==> src/rtl/csr_access_pkg.sv <==
package csr_access_pkg;

    localparam int FLAG_W = 5;
    localparam int RMODE_W = 3;
    localparam int FPB_W = FLAG_W + RMODE_W;

    localparam logic [11:0] A_USTATUS = 12'h000;
    localparam logic [11:0] A_FLAGS   = 12'h001;
    localparam logic [11:0] A_RMODE   = 12'h002;
    localparam logic [11:0] A_FPBYTE  = 12'h003;
    localparam logic [11:0] A_UIE     = 12'h004;
    localparam logic [11:0] A_UIP     = 12'h044;
    localparam logic [11:0] A_SSTATUS = 12'h100;
    localparam logic [11:0] A_SIE     = 12'h104;
    localparam logic [11:0] A_SIP     = 12'h144;
    localparam logic [11:0] A_XLATE   = 12'h180;
    localparam logic [11:0] A_MSTATUS = 12'h300;
    localparam logic [11:0] A_MIE     = 12'h304;
    localparam logic [11:0] A_MIP     = 12'h344;
    localparam logic [11:0] A_CYCLE   = 12'hC00;

    typedef enum logic [3:0] {
        VW_NONE, VW_STATUS, VW_IE, VW_IP, VW_XLATE,
        VW_FLAGS, VW_RMODE, VW_FPBYTE, VW_CYCLE
    } view_e;

    typedef enum logic [1:0] {
        OP_READ = 2'b00, OP_SWAP = 2'b01, OP_SET = 2'b10, OP_CLEAR = 2'b11
    } csr_op_e;

    typedef enum logic [1:0] {
        PRIV_USER = 2'b00, PRIV_SUPER = 2'b01, PRIV_RSVD = 2'b10, PRIV_MACHINE = 2'b11
    } priv_e;

    typedef enum logic [1:0] {
        CAUSE_BAD_ADDR = 2'b00, CAUSE_PRIV = 2'b01,
        CAUSE_READ_ONLY = 2'b10, CAUSE_NO_CHANGE = 2'b11
    } cause_e;

    typedef enum logic [1:0] {
        VD_IDLE, VD_READ, VD_COMMIT, VD_FAULT
    } verdict_e;

endpackage

==> src/rtl/csr_addr_decode.sv <==
module csr_addr_decode
    import csr_access_pkg::*;
#(
    parameter int XLEN = 32,
    parameter logic [XLEN-1:0] STATUS_M_MASK = 32'h0010_19AA,
    parameter logic [XLEN-1:0] STATUS_S_MASK = 32'h0000_0122,
    parameter logic [XLEN-1:0] STATUS_U_MASK = 32'h0000_0011,
    parameter logic [XLEN-1:0] INT_M_MASK = 32'h0000_0AAA,
    parameter logic [XLEN-1:0] INT_S_MASK = 32'h0000_0222,
    parameter logic [XLEN-1:0] INT_U_MASK = 32'h0000_0111,
    parameter logic [XLEN-1:0] XLATE_MASK = 32'hFFFF_FFFF
) (
    input  logic [11:0]     addr,
    output view_e           view,
    output logic            hit,
    output logic [XLEN-1:0] mask,
    output logic            special,
    output logic            machine_only,
    output logic            xlate
);
    localparam logic [XLEN-1:0] FLAGS_MASK = XLEN'({FLAG_W{1'b1}});
    localparam logic [XLEN-1:0] RMODE_MASK = XLEN'({RMODE_W{1'b1}});
    localparam logic [XLEN-1:0] FPB_MASK   = XLEN'({FPB_W{1'b1}});
    localparam logic [XLEN-1:0] ALL_MASK   = {XLEN{1'b1}};

    always_comb begin
        view = VW_NONE;
        hit = 1'b1;
        mask = '0;
        special = 1'b0;
        machine_only = 1'b0;
        xlate = 1'b0;
        unique case (addr)
            A_MSTATUS: begin view = VW_STATUS; mask = STATUS_M_MASK; special = 1'b1; machine_only = 1'b1; end
            A_SSTATUS: begin view = VW_STATUS; mask = STATUS_S_MASK; special = 1'b1; end
            A_USTATUS: begin view = VW_STATUS; mask = STATUS_U_MASK; special = 1'b1; end
            A_MIE:     begin view = VW_IE; mask = INT_M_MASK; special = 1'b1; end
            A_SIE:     begin view = VW_IE; mask = INT_S_MASK; special = 1'b1; end
            A_UIE:     begin view = VW_IE; mask = INT_U_MASK; special = 1'b1; end
            A_MIP:     begin view = VW_IP; mask = INT_M_MASK; special = 1'b1; end
            A_SIP:     begin view = VW_IP; mask = INT_S_MASK; special = 1'b1; end
            A_UIP:     begin view = VW_IP; mask = INT_U_MASK; special = 1'b1; end
            A_XLATE:   begin view = VW_XLATE; mask = XLATE_MASK; xlate = 1'b1; end
            A_FLAGS:   begin view = VW_FLAGS; mask = FLAGS_MASK; end
            A_RMODE:   begin view = VW_RMODE; mask = RMODE_MASK; end
            A_FPBYTE:  begin view = VW_FPBYTE; mask = FPB_MASK; end
            A_CYCLE:   begin view = VW_CYCLE; mask = ALL_MASK; end
            default:   hit = 1'b0;
        endcase
    end
endmodule

==> src/rtl/csr_reg_store.sv <==
module csr_reg_store
    import csr_access_pkg::*;
#(
    parameter int XLEN = 32,
    parameter int TVM_BIT = 20,
    parameter logic [XLEN-1:0] STATUS_RST = 32'h0000_1800
) (
    input  logic            clk,
    input  logic            rst_n,
    input  view_e           view,
    input  logic            wr_en,
    input  logic [XLEN-1:0] wr_value,
    output logic [XLEN-1:0] rd_full,
    output logic            tvm
);
    logic [XLEN-1:0]  status_q, ie_q, ip_q, xlate_q, cycle_q;
    logic [FPB_W-1:0] fpb_q;

    always_ff @(posedge clk or negedge rst_n) begin
        if (!rst_n) begin
            status_q <= STATUS_RST;
            ie_q     <= '0;
            ip_q     <= '0;
            xlate_q  <= '0;
            fpb_q    <= '0;
            cycle_q  <= '0;
        end else begin
            cycle_q <= cycle_q + 1'b1;
            if (wr_en) begin
                unique case (view)
                    VW_STATUS: status_q <= wr_value;
                    VW_IE:     ie_q <= wr_value;
                    VW_IP:     ip_q <= wr_value;
                    VW_XLATE:  xlate_q <= wr_value;
                    VW_FLAGS:  fpb_q[FLAG_W-1:0] <= wr_value[FLAG_W-1:0];
                    VW_RMODE:  fpb_q[FPB_W-1:FLAG_W] <= wr_value[RMODE_W-1:0];
                    VW_FPBYTE: fpb_q <= wr_value[FPB_W-1:0];
                    default:   ;
                endcase
            end
        end
    end

    always_comb begin
        unique case (view)
            VW_STATUS: rd_full = status_q;
            VW_IE:     rd_full = ie_q;
            VW_IP:     rd_full = ip_q;
            VW_XLATE:  rd_full = xlate_q;
            VW_FLAGS:  rd_full = XLEN'(fpb_q[FLAG_W-1:0]);
            VW_RMODE:  rd_full = XLEN'(fpb_q[FPB_W-1:FLAG_W]);
            VW_FPBYTE: rd_full = XLEN'(fpb_q);
            VW_CYCLE:  rd_full = cycle_q;
            default:   rd_full = '0;
        endcase
    end

    assign tvm = status_q[TVM_BIT];
endmodule

==> src/rtl/csr_access_unit.sv <==
module csr_access_unit
    import csr_access_pkg::*;
#(
    parameter int XLEN = 32,
    parameter int TVM_BIT = 20,
    parameter logic [XLEN-1:0] STATUS_RST = 32'h0000_1800,
    parameter logic [XLEN-1:0] STATUS_M_MASK = 32'h0010_19AA,
    parameter logic [XLEN-1:0] STATUS_S_MASK = 32'h0000_0122,
    parameter logic [XLEN-1:0] STATUS_U_MASK = 32'h0000_0011,
    parameter logic [XLEN-1:0] INT_M_MASK = 32'h0000_0AAA,
    parameter logic [XLEN-1:0] INT_S_MASK = 32'h0000_0222,
    parameter logic [XLEN-1:0] INT_U_MASK = 32'h0000_0111,
    parameter logic [XLEN-1:0] XLATE_MASK = 32'hFFFF_FFFF
) (
    input  logic            clk,
    input  logic            rst_n,
    input  logic            req_valid,
    input  logic [11:0]     req_addr,
    input  logic [1:0]      req_op,
    input  logic [XLEN-1:0] req_operand,
    input  logic [1:0]      req_priv,
    output logic [XLEN-1:0] rd_data,
    output logic            commit,
    output logic            fault,
    output logic [1:0]      fault_cause
);
    view_e           view;
    logic            hit, special, machine_only, xlate, tvm;
    logic [XLEN-1:0] mask, old_full, old_vis, new_raw, new_vis, merged;
    logic            write_try, changed, ro_space, priv_bad;
    verdict_e        verdict;
    cause_e          cause;

    csr_addr_decode #(
        .XLEN(XLEN), .STATUS_M_MASK(STATUS_M_MASK), .STATUS_S_MASK(STATUS_S_MASK),
        .STATUS_U_MASK(STATUS_U_MASK), .INT_M_MASK(INT_M_MASK), .INT_S_MASK(INT_S_MASK),
        .INT_U_MASK(INT_U_MASK), .XLATE_MASK(XLATE_MASK)
    ) u_decode (
        .addr(req_addr), .view(view), .hit(hit), .mask(mask), .special(special),
        .machine_only(machine_only), .xlate(xlate)
    );

    csr_reg_store #(.XLEN(XLEN), .TVM_BIT(TVM_BIT), .STATUS_RST(STATUS_RST)) u_store (
        .clk(clk), .rst_n(rst_n), .view(view), .wr_en(verdict == VD_COMMIT),
        .wr_value(merged), .rd_full(old_full), .tvm(tvm)
    );

    // Operation on the visible value
    always_comb begin
        old_vis = old_full & mask;
        unique case (csr_op_e'(req_op))
            OP_READ:  new_raw = old_vis;
            OP_SWAP:  new_raw = req_operand;
            OP_SET:   new_raw = old_vis | req_operand;
            OP_CLEAR: new_raw = old_vis & ~req_operand;
            default:  new_raw = old_vis;
        endcase
        new_vis   = new_raw & mask;
        merged    = (old_full & ~mask) | new_vis;
        changed   = (new_vis != old_vis);
        write_try = (req_op == OP_SWAP) || ((req_op != OP_READ) && (req_operand != '0));
        ro_space  = (req_addr[11:10] == 2'b11);
        priv_bad  = (machine_only && req_priv != PRIV_MACHINE)
                  || (xlate && req_priv != PRIV_MACHINE && (req_priv != PRIV_SUPER || tvm));
    end

    // Verdict chain, fixed fault priority
    always_comb begin
        verdict = VD_IDLE;
        cause   = CAUSE_BAD_ADDR;
        if (req_valid) begin
            if (!hit) begin
                verdict = VD_FAULT; cause = CAUSE_BAD_ADDR;
            end else if (priv_bad) begin
                verdict = VD_FAULT; cause = CAUSE_PRIV;
            end else if (changed && ro_space) begin
                verdict = VD_FAULT; cause = CAUSE_READ_ONLY;
            end else if (special && write_try && merged == old_full) begin
                verdict = VD_FAULT; cause = CAUSE_NO_CHANGE;
            end else if (changed) begin
                verdict = VD_COMMIT;
            end else begin
                verdict = VD_READ;
            end
        end
    end

    // Outputs per verdict
    always_comb begin
        rd_data = '0;
        commit = 1'b0;
        fault = 1'b0;
        fault_cause = CAUSE_BAD_ADDR;
        unique case (verdict)
            VD_IDLE:   ;
            VD_READ:   rd_data = old_vis;
            VD_COMMIT: begin rd_data = old_vis; commit = 1'b1; end
            VD_FAULT:  begin rd_data = old_vis; fault = 1'b1; fault_cause = cause; end
            default:   ;
        endcase
    end
endmodule

==> config.mk <==
export PLATFORM = sky130hd
export DESIGN_NAME = csr_access_unit
export DESIGN_NICKNAME = d
export VERILOG_FILES = /design/src/rtl/csr_access_pkg.sv /design/src/rtl/csr_addr_decode.sv /design/src/rtl/csr_reg_store.sv /design/src/rtl/csr_access_unit.sv
export SDC_FILE = /design/constraint.sdc
export NUM_CORES = 1
export LEC_CHECK = 0
export BUFFER_PORTS_ARGS = -buffer_cell sky130_fd_sc_hd__buf_4
export CAP_MARGIN = 10
export CORE_MARGIN = 2
export CORE_UTILIZATION = 39
export DETAILED_ROUTE_END_ITERATION = 10
export PLACE_DENSITY = 0.54
export RECOVER_POWER = 50
export SLEW_MARGIN = 30
export SYNTH_ARGS = -nofsm -noshare
export SYNTH_HDL_FRONTEND = slang
export SYNTH_SLANG_ARGS = --single-unit
==> constraint.sdc <==
create_clock -name clk -period 3.1 [get_ports clk]
set_input_delay 0 -clock clk [delete_from_list [all_inputs] [get_ports clk]]
set_output_delay 0 -clock clk [all_outputs]
set_load 0.01 [all_outputs]
==> out/summary.txt <==
Clk Latency, worst-skew pair: 0.47 ns
Final Instance Area: 17,700 µm²
Post-Syn Instances: 1,362
CP max FO: 3
Primary FF master, synth: dfrtp_1
Ys Warns: 0
Syn_nets: 1,414
Peak supply drop: 387 µV
Final Power: 5.14 mW
Clk sinks: 167
H-tree levels: 4
Tmin final: 3.63 ns
Flops & latches, synth: 167
Seq/Total Area, Yosys: 34.3%
Core ar.: 30,700 µm²
Hold path endpoint: u_store.xlate_q[25]
Max Clk Rate: 276 MHz
# DRC: 0
Placement Setup Slack: -1.16 ns
Pleak: 8.13 nW
Hold crit path type: input pin to flop
Share of cells above drive strength 1: 43.8%
Reg2Reg Capture Point: u_store.xlate_q[11]
Antenna-violating nets left: 0
Clock-pin slew on the worst setup and hold paths: 0.08 ns
Synth area leader: dfrtp_1
Cell Area, Synth: 12,200 µm²
Total Wirelength: 60,900 µm
Row count: 64
FFs w/ async S/R, synth: 100%
PnR worst setup slack: -0.529 ns
Count leader, synth: dfrtp_1
FF-to-FF path depth: 13
Number of CTS-inserted buffers: 17
Worst r2r src: u_store.status_q[2]
Mapped Avg Cell Area: 8.96 µm²
Post-synth EDFFs: 0
Die X: 181 µm
Fin cells: 2,172
Initial antenna violation count: 0
Port Buf Inserts: 86
CP Class: flop to output port
Synth top area share: 33.8%
Vias: 13,223
CTS tree: yes
Placed Area: 16,200 µm²
Skew final: 0.0163 ns
DR iter-0 viols: 1,409
Detailed placement HPWL: 47,500 µm
Synth area leaders: dfrtp_1 (34%), mux2_2 (4.0%), clkbuf_1 (3.9%), nand2_1 (3.6%), xnor2_1 (3.5%)
CP Launch Type: flop
CP Data Required Time: 3.10 ns
Final nets: 1,815
WL/cell: 28.0 µm
Via/cell ratio: 6.09
Failing checks: capacitance limit, slew limit, setup timing
Io pins: 87
Area of the multi-input gates: 7940 µm²
Die Footprint: 32,700 µm²
Layout fillers: 2,762
Pins Over Slew Limit: 68
Total gr overflow: 0
Ant. Diodes: 0
WHS Path Cells: 4
Initial Utilization: 39.8%
Max Cap Violations: 1
Routability Congestion: 1.05
Placed Cells incl. Taps: 2,092
Post-synthesis cell type count: 105
Largest net degree at the start of global routing: 68
Seq. cell area: 4180 µm²
# setup viols final: 72
Outcome: finished with violations
DRT Pass-1 Iters: 6
Pwr Density: 289 nW/µm²
Crit. End Element: output port
Number of global-route vias before repair: 13,152
Fin crit share: 117%
Final Hold Vio Count: 0
Post-synth top cells: dfrtp_1 (165), clkbuf_1 (127), nand2_1 (118)
RSZ-0062 raised after global routing: true
Clock buffer depth: 2
Slew Limit Headroom: -25.9%
Root Buffer: clkbuf_16
Worst-margin pin slew: 1.89 ns
FF-to-FF setup slack: -0.38 ns
Die height: 181 µm
First-pass GRT wire length: 89,300 µm
Total track usage: 37.2%
Worst Hold Launch: req_operand[25]
CP arrival: 3.63 ns
Area added between synthesis and finish: 45.4%
-- placed cells by master, fill, tap and decap left out, drive strengths merged, types with 14 or more instances in the layout --
| cell type | n |
|---|---|
| a22oi | 20 |
| a31oi | 25 |
| o21ai | 46 |
| mux2 | 75 |
| nor4 | 28 |
| nor2 | 86 |
| a22o | 20 |
| buf | 527 |
| xor2 | 14 |
| mux2i | 21 |
| and3 | 33 |
| dfrtp | 165 |
| a21oi | 44 |
| nand2 | 118 |
| nand4 | 27 |
| nor3 | 36 |
| nand3 | 61 |
| clkbuf | 41 |
| xnor2 | 49 |
| nand4b | 16 |
| inv | 25 |
| o211ai | 24 |
-- cells by family (layout without fill, tap and decap cells) --
group                      after synthesis  count (layout)  synth area share [%]
AOI/OAI and AO/OA                      336             336                  21.2
muxes                                   96              96                  9.32
xor gates and xnor gates                63              63                  4.52
DFF                                    167             167                  34.3
buffers and inverters                  193             605                  6.54
and+or+nand+nor                        505             507                  23.9
adders and majority gates                2               2                 0.185
-- state kept, by name, summed over array words and instances, names as in the netlist --
name,count
u_store.ip_q,31
u_store.fpb_q,8
u_store.xlate_q,32
u_store.status_q,32
u_store.ie_q,32
u_store.cycle_q,32
-- critical path: stages, from the launching register on --
cell and delay, ns:
dfrtp_1 0.49, a222oi_1 0.82, and2_1 0.25, buf_4 0.12
xnor2_1 0.05, a31oi_1 0.27, o2111ai_2 0.18, buf_4 0.18
a2111oi_4 0.33, a31oi_4 0.16, a21boi_2 0.18, buf_4 0.14
-- worst max-delay path by stage --
| stage | startpoint | end | slack, ns | depth (start not counted) |
|---|---|---|---|---|
| after global routing | u_store.status_q[29] | fault_cause[1] | -0.53 | 13 |
| after global placement | req_addr[8] | fault_cause[1] | -1.15 | 16 |
| after CTS | u_store.status_q[1] | fault_cause[0] | -0.40 | 12 |
| after floorplan | req_addr[5] | u_store.ie_q[0] | -0.19 | 13 |
| after detailed placement | req_addr[8] | fault_cause[1] | -1.16 | 16 |
| final | u_store.status_q[23] | fault_cause[0] | -0.53 | 11 |
-- power by group --
| part | leakage [nW] | internal, mW | switching, mW |
|---|---|---|---|
| combinational | 5.53 | 0.253 | 0.418 |
| clock | 0.295 | 1.18 | 1.11 |
| sequential | 2.30 | 2.18 | 0.000000134 |
-- layer usage --
| layer | vias up | wire (µm) | track usage [%] |
|---|---|---|---|
| met5 | - | 0 | 0 |
| met4 | 0 | 2390 | 14.5 |
| met3 | 128 | 4830 | 7.72 |
| met2 | 638 | 26100 | 55.2 |
| met1 | 6523 | 27600 | 52.8 |
| li1 | 5934 | - | - |
-- layout make-up --
cell class,instances,area share [%]
multi-input combinational,1004,44.7
timing repair buffer,551,24.9
sequential,167,23.6
tap,396,2.79
clock buffer,18,2.48
clock inverter,14,1.04
inverter,22,0.465
-- repair_timing --
| action | CTS | global route |
|---|---|---|
| resized for setup | 88 | 49 |
| pin swaps | 62 | 38 |
| endpoints found under the setup margin | 72 | 72 |
| hold buffers | 1 | 0 |
| hold endpoints to repair | 64 | 0 |
| setup buffers | 39 | 10 |
| cloned | 3 | 1 |
-- per-stage QoR --
stage	setup TNS [ns]	hold slack (ns)	util, %
6_report	-21.04	0.0798	57.8
5_1_grt	-29.40	0.104	57.8
4_1_cts	-14.97	0.0489	57.1
3_5_place_dp	-71.83	0.0702	52.7
3_3_place_gp	-66.92	0.0699	52.7
2_1_floorplan	-10.08	-0.296	-
Power figures use the tool's default switching activity.
